[src/rtl/vbs_pkg.sv]
`timescale 1ns/1ps
package vbs_pkg;

  typedef enum logic [2:0] {
    ST_IDLE = 3'd0,
    ST_ADR0 = 3'd1,
    ST_ADR1 = 3'd2,
    ST_DAT0 = 3'd3,
    ST_DAT1 = 3'd4
  } vbs_state_e;

  // Next half-cycle state; take means a request is accepted at this edge
  function automatic vbs_state_e next_half(vbs_state_e s, logic take);
    vbs_state_e n;
    case (s)
      ST_ADR0: n = ST_ADR1;
      ST_ADR1: n = ST_DAT0;
      ST_DAT0: n = ST_DAT1;
      default: n = take ? ST_ADR0 : ST_IDLE;
    endcase
    return n;
  endfunction

  function automatic logic in_addr_phase(vbs_state_e s);
    return (s == ST_ADR0) || (s == ST_ADR1);
  endfunction

  function automatic logic in_data_phase(vbs_state_e s);
    return (s == ST_DAT0) || (s == ST_DAT1);
  endfunction

endpackage

[src/rtl/vbs_sequencer.sv]
`timescale 1ns/1ps
module vbs_sequencer
  import vbs_pkg::*;
(
  input  logic       clk,
  input  logic       rst_n,
  input  logic       ph,
  input  logic       req,
  output vbs_state_e state,
  output logic       accept,
  output logic       last_half,
  output logic       ack
);
  logic free_slot;

  // free when idle or finishing the last half of an access
  assign free_slot = (state == ST_IDLE) || (state == ST_DAT1);
  assign last_half = (state == ST_DAT1);
  // ph high means this edge closes a pixel cycle
  assign accept    = free_slot && ph && req;

  always_ff @(posedge clk) begin
    if (!rst_n) begin
      state <= ST_IDLE;
      ack   <= 1'b0;
    end else begin
      state <= next_half(state, accept);
      ack   <= accept;
    end
  end
endmodule

[src/rtl/vbs_req_latch.sv]
`timescale 1ns/1ps
module vbs_req_latch #(
  parameter int ADDR_W = 14,
  parameter int DATA_W = 8
) (
  input  logic              clk,
  input  logic              rst_n,
  input  logic              accept,
  input  logic              req_we,
  input  logic [ADDR_W-1:0] req_addr,
  input  logic [DATA_W-1:0] req_wdata,
  output logic              we_q,
  output logic [ADDR_W-1:0] addr_q,
  output logic [DATA_W-1:0] wdata_q
);
  always_ff @(posedge clk) begin
    if (!rst_n) begin
      we_q    <= 1'b0;
      addr_q  <= '0;
      wdata_q <= '0;
    end else if (accept) begin
      we_q    <= req_we;
      addr_q  <= req_addr;
      wdata_q <= req_wdata;
    end
  end
endmodule

[src/rtl/vbs_pin_drive.sv]
`timescale 1ns/1ps
module vbs_pin_drive
  import vbs_pkg::*;
#(
  parameter int ADDR_W = 14,
  parameter int DATA_W = 8,
  localparam int HI_W = ADDR_W - DATA_W
) (
  input  vbs_state_e        state,
  input  logic              we_q,
  input  logic [ADDR_W-1:0] addr_q,
  input  logic [DATA_W-1:0] wdata_q,
  output logic              ale,
  output logic              rd_n,
  output logic              wr_n,
  output logic [HI_W-1:0]   addr_hi,
  output logic [DATA_W-1:0] bus_out,
  output logic              bus_oe
);
  logic adr_ph, dat_ph;

  always_comb begin
    adr_ph  = in_addr_phase(state);
    dat_ph  = in_data_phase(state);
    ale     = (state == ST_ADR0);
    rd_n    = !(dat_ph && !we_q);
    wr_n    = !(dat_ph && we_q);
    bus_oe  = adr_ph || (dat_ph && we_q);
    bus_out = dat_ph ? wdata_q : addr_q[DATA_W-1:0];
    addr_hi = addr_q[ADDR_W-1:DATA_W];
  end
endmodule

[src/rtl/vbs_read_capture.sv]
`timescale 1ns/1ps
module vbs_read_capture #(
  parameter int DATA_W = 8
) (
  input  logic              clk,
  input  logic              rst_n,
  input  logic              capture,
  input  logic [DATA_W-1:0] bus_in,
  output logic [DATA_W-1:0] rdata,
  output logic              rvalid
);
  always_ff @(posedge clk) begin
    if (!rst_n) begin
      rdata  <= '0;
      rvalid <= 1'b0;
    end else begin
      rvalid <= capture;
      if (capture) rdata <= bus_in;
    end
  end
endmodule

[src/rtl/vmem_bus_seq.sv]
`timescale 1ns/1ps
module vmem_bus_seq
  import vbs_pkg::*;
#(
  parameter int ADDR_W = 14,
  parameter int DATA_W = 8,
  localparam int HI_W = ADDR_W - DATA_W
) (
  input  logic              clk,
  input  logic              rst_n,
  input  logic              ph,
  input  logic              req,
  input  logic              req_we,
  input  logic [ADDR_W-1:0] req_addr,
  input  logic [DATA_W-1:0] req_wdata,
  output logic              ack,
  output logic [DATA_W-1:0] rdata,
  output logic              rvalid,
  output logic              ale,
  output logic              rd_n,
  output logic              wr_n,
  output logic [HI_W-1:0]   addr_hi,
  output logic [DATA_W-1:0] bus_out,
  output logic              bus_oe,
  input  logic [DATA_W-1:0] bus_in
);
  vbs_state_e        state;
  logic              accept, last_half, read_done;
  logic              we_q;
  logic [ADDR_W-1:0] addr_q;
  logic [DATA_W-1:0] wdata_q;

  vbs_sequencer u_seq (
    .clk(clk), .rst_n(rst_n), .ph(ph), .req(req),
    .state(state), .accept(accept), .last_half(last_half), .ack(ack)
  );

  vbs_req_latch #(.ADDR_W(ADDR_W), .DATA_W(DATA_W)) u_latch (
    .clk(clk), .rst_n(rst_n), .accept(accept), .req_we(req_we),
    .req_addr(req_addr), .req_wdata(req_wdata),
    .we_q(we_q), .addr_q(addr_q), .wdata_q(wdata_q)
  );

  vbs_pin_drive #(.ADDR_W(ADDR_W), .DATA_W(DATA_W)) u_pins (
    .state(state), .we_q(we_q), .addr_q(addr_q), .wdata_q(wdata_q),
    .ale(ale), .rd_n(rd_n), .wr_n(wr_n), .addr_hi(addr_hi),
    .bus_out(bus_out), .bus_oe(bus_oe)
  );

  // capture at the edge that closes the read strobe window
  assign read_done = last_half && !we_q;

  vbs_read_capture #(.DATA_W(DATA_W)) u_cap (
    .clk(clk), .rst_n(rst_n), .capture(read_done), .bus_in(bus_in),
    .rdata(rdata), .rvalid(rvalid)
  );
endmodule

[config.mk]
export PLATFORM = sky130hd
export DESIGN_NAME = vmem_bus_seq
export DESIGN_NICKNAME = d
export VERILOG_FILES = /design/src/rtl/vbs_pkg.sv /design/src/rtl/vbs_sequencer.sv /design/src/rtl/vbs_req_latch.sv /design/src/rtl/vbs_pin_drive.sv /design/src/rtl/vbs_read_capture.sv /design/src/rtl/vmem_bus_seq.sv
export SDC_FILE = /design/constraint.sdc
export NUM_CORES = 1
export LEC_CHECK = 0
export ABC_AREA = 0
export CORE_MARGIN = 2
export CORE_UTILIZATION = 43
export DETAILED_ROUTE_END_ITERATION = 7
export HOLD_SLACK_MARGIN = 0.06
export PLACE_DENSITY = 0.82
export RECOVER_POWER = 25
export SLEW_MARGIN = 30
export SYNTH_ARGS = -nofsm -noshare
export SYNTH_HDL_FRONTEND = slang
export SYNTH_HIERARCHICAL = 1
export SYNTH_SLANG_ARGS = --single-unit
[constraint.sdc]
create_clock -name clk -period 1.6 [get_ports clk]
set_clock_uncertainty 0.05 [all_clocks]
set_input_delay 0.24 -clock clk [delete_from_list [all_inputs] [get_ports clk]]
set_output_delay 0.24 -clock clk [all_outputs]
set_load 0.05 [all_outputs]
# Yosys cells after proc, flatten, opt, wreduce, memory -nomap -nowiden
# Cells that the tools add are included.
# word_totals
regBits,36
latchBits,0
ram_bits,0
mem_bits_ro,0
memories,0
# op_classes
add_sub_neg,0
n_mul,0
div,0
magnitude_cmp,0
n_eq_ne,4
shift,0
n_mux,3
bitwise_logic,0
reduce_logical,13
# ops
op,count
one-hot mux 3 bit (3 select lines),1
2-to-1 mux 8 bit,1
"equality test 3 x 2 -> 1 bit, second input constant",2
logical AND 1 bit,5
logical OR 1 bit,4
"equality test 3 x 1 -> 1 bit, second input constant",1
"equality test 3 bit, second input constant",1
zero test 1 bit,3
zero test 3 bit,1
2-to-1 mux 1 bit,1

# Depth between registers and ports, before layout
# Gate-level depths: netlist (run 1).
# logic_depth
ltp_word,6
ltp_mapped,6

# By module
# The synthesis (run 1) kept the hierarchy.
# modules_own_cells
module,n_inst,cells_each,area_per_inst_um2
vbs_req_latch,1,74,893.4
vbs_pin_drive,1,80,551.8
vbs_read_capture,1,27,329.1
vbs_sequencer,1,15,162.7
vmem_bus_seq,1,1,13.8

# Worst setup path after synthesis (run 1)
# Ideal clock, no wire load.
# synth_timing
path_type,register to output
startpoint,register u_seq.state[2]
endpoint,output ale
arrival_time_ns,1.851
slack_ns,-0.541
stages_incl_launch_ff,4
n_path_buf,2
cell_sequence,dfxtp_1 buf_4 clkbuf_1 nor3b_1
# synth_via
elab_chain_len,1
# synth_rtl
item,line_no,text
start: declaration,vbs_sequencer.sv:9,"output vbs_state_e state,"
start signal: assignment,vbs_sequencer.sv:27,"state <= next_half(state, accept);"
equality test 3 x 1 -> 1 bit,vbs_pin_drive.sv:25,ale = (state == ST_ADR0);
end: declaration,vmem_bus_seq.sv:19,"output logic ale,"
# No other way between the ends.

# Final worst setup path (run 1)
# layout_timing
startpoint,register u_seq.state[0]
endpoint,output bus_out[3]
# layout_via
elab_chain_len,3
elab_cells_between_ends,4
classes_between,eq/ne: 2; mux: 1; reduce/logical: 1
# layout_rtl
item,line_no,text
equality test 3 x 2 -> 1 bit or equality test 3 bit (tied branches),vbs_pkg.sv:29,return (s == ST_DAT0) || (s == ST_DAT1);
logical OR 1 bit (*),vbs_pkg.sv:29,
2-to-1 mux 8 bit (*),vbs_pin_drive.sv:29,bus_out = dat_ph ? wdata_q : addr_q[DATA_W-1:0];
end: declaration,vmem_bus_seq.sv:23,"output logic [DATA_W-1:0] bus_out,"
# Mark *: on every way between the ends. The rest lies on a longest branch, timed or not.

==> results of run 1 <==
-- Yosys cell counts (2+ instances only) --
library cell | number | area, µm²
clkbuf_1 | 3 | 11.3
mux2i_1 | 32 | 320
nor3b_1 | 9 | 67.6
nor3b_2 | 2 | 25.0
nor2b_1 | 47 | 294
o21ai_1 | 16 | 80.1
buf_6 | 5 | 56.3
buf_12 | 2 | 40.0
nor3_1 | 9 | 45.0
buf_2 | 3 | 15.0
nor2b_4 | 2 | 27.5
o311a_1 | 8 | 80.1
dfxtp_1 | 36 | 721
nand2b_1 | 3 | 18.8
buf_4 | 8 | 60.1
-- state kept, by name, summed over array words and instances (netlist names) --
signal           cells
u_latch/we_q         1
u_latch/addr_q      14
u_latch/wdata_q      8
u_cap/rvalid         1
u_cap/rdata          8
u_seq/ack            1
u_seq/state          3
-- metal layers --
layer  routed length [µm]  GRT usage [%]  vias to the layer above
li1                     -              -                      828
met3                  296           5.34                       10
met5                    0              0                        -
met1                 2230           23.4                      810
met2                 2630           27.9                       54
met4                   89           6.50                        0
-- worst max-delay path, delay by kind of cell (launching register included) --
family	cells	cell delay, ns
AOI/OAI and AO/OA	2	0.44
DFF	1	0.38
and+or+nand+nor	1	0.13
buffers and inverters	2	0.28
-- final cells by class --
cell class,count,area (µm²),share of cell area [%]
multi-input cells,140,1280,40.1
repair buffers,91,993,31.1
flip-flops and latches,36,729,22.8
clock buffers,7,96.3,3.02
well taps,52,65.1,2.04
clock inverters,1,30.0,0.940
-- through the flow --
stage                     setup TNS, ns  cell area (µm²)  instances
final                             -1.65             3190        327
after floorplan                  -0.142             1980        197
after global routing              -2.20             3190        327
after CTS                         -1.31             2950        317
after global placement           -0.502             2660        307
after detailed placement          -1.07             2660        307
-- path summary, 6_finish.rpt --
path	startpoint	to	slack, ns
worst max register to register	u_seq/state[0]	u_latch/addr_q[4]	0.09
worst min register to register	u_latch/addr_q[11]	u_latch/addr_q[11]	0.47
worst min-delay path	u_latch/addr_q[11]	u_latch/addr_q[11]	0.47
worst max-delay path	u_seq/state[0]	bus_out[3]	-0.21
-- repair_timing --
item	in CTS	in global routing
cloned	0	2
buffers inserted	2	8
setup endpoints to repair	12	12
pin swaps	10	10
gates resized for setup	30	31
-- cells by family after synthesis --
logic type             Yosys count  synth area share, %
AO/OA/AOI/OAI                   26                 9.11
XOR/XNOR                         1                0.449
buffers and inverters           21                 9.36
flip-flops                      36                 36.9
multiplexers                    32                 16.4
AND/OR/NAND/NOR                 81                 27.7
-- where the power goes --
| part | internal (mW) | switching [mW] |
|---|---|---|
| clock | 0.550 | 0.337 |
| combinational | 0.412 | 0.360 |
| sequential | 0.939 | 0.0545 |
| total | 1.90 | 0.751 |
==> metrics, run 1 <==
failing checks setup timing; vias in the first global route 1,557; syn_area_per_cell 9.90 µm²; syn nets 232; Yosys warnings 6; num ports 63; fin util 73.4%; DR vias/cell 5.20; worst min path class flop to flop; Nets 309; DIE WIDTH 71.4 µm; TritonCTS Buffers 5; share of layout cells above drive strength 1 38.2%; Post-DRT Antenna Nets 0; max cap viols 0; ys async rst share 0%; DP Worst Slack -0.0865 ns; commonest non-fill, non-tap cell in the layout nor2b_1; ANT cells 0; Root Buffer clkbuf_8; Iteration-0 DRC Markers 68; Tightest Pin Transition 0.618 ns; Vias 1,702; Synth Cell Area 0.00195 mm²; Setup Viol. Count Final 12; CTS H-tree depth 2; R2R cell count 5; initial antenna violation count 0; critical path, cell by cell buf_6, nor2b_1, o21ai_1, o311a_4, buf_12; crit end category output port; total global routing overflow 0; routability cong. 0.764; worst hold margin 0.474 ns; #FFs+latches synth 36; largest net degree at the start of global routing 21; Power, Total 2.65 mW; peak supply drop 0.564 mV; clock slew at reported path FFs 0.08 ns; synthesis-to-finish area growth 63.8%; Detailed Routing Iterations Pass 1 4; DP Wirelength 3080 µm; CP Launch Type flop; CP max stage delay 0.38 ns; IO Port Bufs 62; clock buffer depth 2; register area share after synthesis 36.9%; worst setup path category flop to output port; initial core utilization 44.8%; CP max FO 12; clk_lat worst skew 0.29 ns; number of synthesized flops with an enable pin 0; P per Cell Area 830 mW/mm²; ys flop type dfxtp_1; drt wl/cell 16.0 µm; Post-CTS Hold Buffers 0; TritonCTS clock tree yes; Fmax 0.553 GHz; first-pass GRT wire length 7260 µm; drt total wl 5250 µm; Arrival @ worst endpoint 1.52 ns; min Tclk post-route 1.81 ns; drt drc 0; filler cell count 302; PnR worst setup slack -0.207 ns; RSZ-0062 raised after global routing true; Hold Crit Depth 2; Final Max Tran Viols 0; Mapped Cells 197; commonest cells after routing, fill and taps aside nor2b_1, clkdlybuf4s50_1, dfxtp_1; row count 24; GRT Resource Usage Total 17.9%; Tcrit/Tclk final 113%; final hold violation count 0; Static Leakage 1.19 nW; worst path required time 1.31 ns; Slowest-stage cell, CP dfxtp_4; Cell variety after synth 27; Die Ht 71.4 µm; status finished, violations left; core footprint 0.00435 mm²; Die ar. 0.00509 mm²; Max-slew headroom 58.9%; Sink Count 36
Power figures use the tool's default switching activity.
==> run 2, diff against run 1 <==
--- a/config.mk
+++ b/config.mk
@@ -7,10 +7,10 @@
 export LEC_CHECK = 0
 export ABC_AREA = 0
 export CORE_MARGIN = 2
-export CORE_UTILIZATION = 43
+export CORE_UTILIZATION = 42
 export DETAILED_ROUTE_END_ITERATION = 7
 export HOLD_SLACK_MARGIN = 0.06
-export PLACE_DENSITY = 0.82
+export PLACE_DENSITY = 0.84
 export RECOVER_POWER = 25
 export SLEW_MARGIN = 30
 export SYNTH_ARGS = -nofsm -noshare
==> constraint.sdc (replaced) <==
create_clock -name clk -period 1.5 [get_ports clk]
set_clock_uncertainty 0.05 [all_clocks]
set_input_delay 0.225 -clock clk [delete_from_list [all_inputs] [get_ports clk]]
set_output_delay 0.225 -clock clk [all_outputs]
set_load 0.05 [all_outputs]
==> metrics, run 2 (synthesized netlist as in run 1, its figures left out) <==
clock buffer depth 2 (unchanged); Setup Viol. Count Final 36 (+24); routability cong. 0.758 (-0.77%); Critical Path Start u_seq/state[1]; commonest non-fill, non-tap cell in the layout nor2b_1; DIE WIDTH 72.2 µm (+1.1%); CP Launch Type flop; Critical R2R Launch u_seq/state[1]; first-pass GRT wire length 8220 µm (+13%); fin util 79.4% (+6.0 points); Nets 316 (+2.3%); Fmax 0.551 GHz; CP max FO 7 (-5); Root Buffer clkbuf_8; hold_sp bus_in[5]; num ports 63 (unchanged); clock slew at reported path FFs 0.09 ns (about the same); drt wl/cell 18.2 µm (+14%); worst path required time 1.22 ns (-0.09 ns); clk_lat worst skew 0.31 ns (+0.02 ns); R2R cell count 7 (+2); RR Endpoint u_latch/addr_q[4]; Tcrit/Tclk final 121%; core footprint 0.00441 mm² (+1.4%); largest net degree at the start of global routing 24 (+14%); vias in the first global route 1,794 (+15%); Sink Count 36 (unchanged); post-route cell area 0.00350 mm² (+9.7%); initial core utilization 44.2% (-0.61 points); PnR worst setup slack -0.316 ns (-0.108 ns); TritonCTS Buffers 5 (unchanged); total global routing overflow 0 (unchanged); min Tclk post-route 1.82 ns; Detailed Routing Iterations Pass 1 4 (unchanged); DP Wirelength 3270 µm (+6.3%); max FFs per register 14 (unchanged); Arrival @ worst endpoint 1.54 ns (+0.02 ns); Vias 1,809 (+6.3%); DR vias/cell 5.42 (+4.1%); row count 24 (unchanged); dpl cell area 0.00287 mm² (+8.0%); Hold Crit Depth 3 (+1); peak supply drop 0.600 mV (+6.5%); Power, Total 3.04 mW (+15%); share of layout cells above drive strength 1 41.8% (+3.7 points); initial antenna violation count 0 (unchanged); Setup TNS Final -5.30 ns (-3.65 ns); Max-slew headroom 71.8% (+13 points); biggest regs u_latch/addr_q x14, u_cap/rdata x8, u_latch/wdata_q x8; TritonCTS clock tree yes; worst min path class input pin to flop; CTS H-tree depth 2 (unchanged); Slowest-stage cell, CP dfxtp_4; worst setup path category flop to output port; Iteration-0 DRC Markers 83 (+22%); filler cell count 242 (-20%); Die ar. 0.00521 mm² (+2.3%); IO Port Bufs 62 (unchanged); ANT cells 0 (unchanged); drt total wl 6080 µm (+16%); P per Cell Area 866 mW/mm² (+4.4%); Biggest register u_latch/addr_q; drt drc 0 (unchanged); Tightest Pin Transition 0.422 ns (-0.196 ns); status finished, violations left; Final Max Tran Viols 0 (unchanged); Worst Hold End u_cap/rdata[5]; final hold violation count 0 (unchanged); worst hold margin 0.503 ns (+0.0295 ns); commonest cells after routing, fill and taps aside nor2b_1, clkdlybuf4s50_1, dfxtp_1; Post-DRT Antenna Nets 0 (unchanged); Die Ht 72.2 µm (+1.1%); CP max stage delay 0.38 ns (about the same); synthesis-to-finish area growth 79.7%; crit end category output port; GRT Resource Usage Total 20.1% (+2.2 points); max cap viols 0 (unchanged); RSZ-0062 raised after global routing true; Static Leakage 1.31 nW (+9.7%); R2R Setup Slk -0.16 ns (-0.25 ns); critical path, cell by cell buf_4, nor3_1, o21ai_1, o311a_2, buf_12; failing checks setup timing
[run 2: what timing repair did]
| item | 4_1_cts | 5_1_grt |
|---|---|---|
| hold buffers | 0 | 0 |
| gates cloned | 0 | 6 |
| resized for setup | 23 | 38 |
| buffers inserted | 7 | 9 |
| endpoints found under the setup margin | 16 | 41 |
| pin swaps | 5 | 15 |
[run 2: area by class of cell]
class / instances / area, µm² / area share, %
well taps: 52 / 65.1 / 1.86
clock inverters: 1 / 30.0 / 0.857
flip-flops and latches: 36 / 732 / 20.9
clock buffers: 7 / 96.3 / 2.75
repair buffers: 97 / 1280 / 36.6
multi-input cells: 141 / 1300 / 37.1
[run 2: layer usage]
layer  up-vias  share of wire, %  GRT usage (%)
met5         -                 0              0
met2        72                53           34.6
li1        845                 -              -
met4         0               1.9           9.22
met3        11               6.6           6.67
met1       881                38           22.3
[run 2: power by group]
group / internal, mW / switching (mW)
clock: 0.587 / 0.372
combinational: 0.562 / 0.442
sequential: 1.00 / 0.0727
total: 2.15 / 0.886
[run 2: worst max-delay path, delay by kind of cell, from the launching register on]
family	cells	cell delay (ns)
DFF	1	0.38
buffers and inverters	2	0.32
AOI/OAI and AO/OA	2	0.27
and+or+nand+nor	1	0.25
[run 2: worst max path at each step]
stage,to
after floorplan,bus_oe
after global placement,u_latch/addr_q[9]
after detailed placement,u_latch/wdata_q[2]
after CTS,bus_out[0]
after global routing,bus_out[5]
final,bus_out[5]
[run 2: metrics by stage]
step	std cells	worst slack, ns
after floorplan	197	-0.111
after global placement	304	-0.137
after detailed placement	304	-0.186
after CTS	319	-0.241
after global routing	334	-0.386
final	334	-0.316
==> run 3, diff against run 2 <==
--- a/config.mk
+++ b/config.mk
@@ -8,6 +8,7 @@
 export ABC_AREA = 0
 export CORE_MARGIN = 2
 export CORE_UTILIZATION = 42
+export CTS_CLUSTER_SIZE = 24
 export DETAILED_ROUTE_END_ITERATION = 7
 export HOLD_SLACK_MARGIN = 0.06
 export PLACE_DENSITY = 0.84
==> results of run 3 <==
Same layout as run 2: the final DEF is identical, and so are final timing and power.
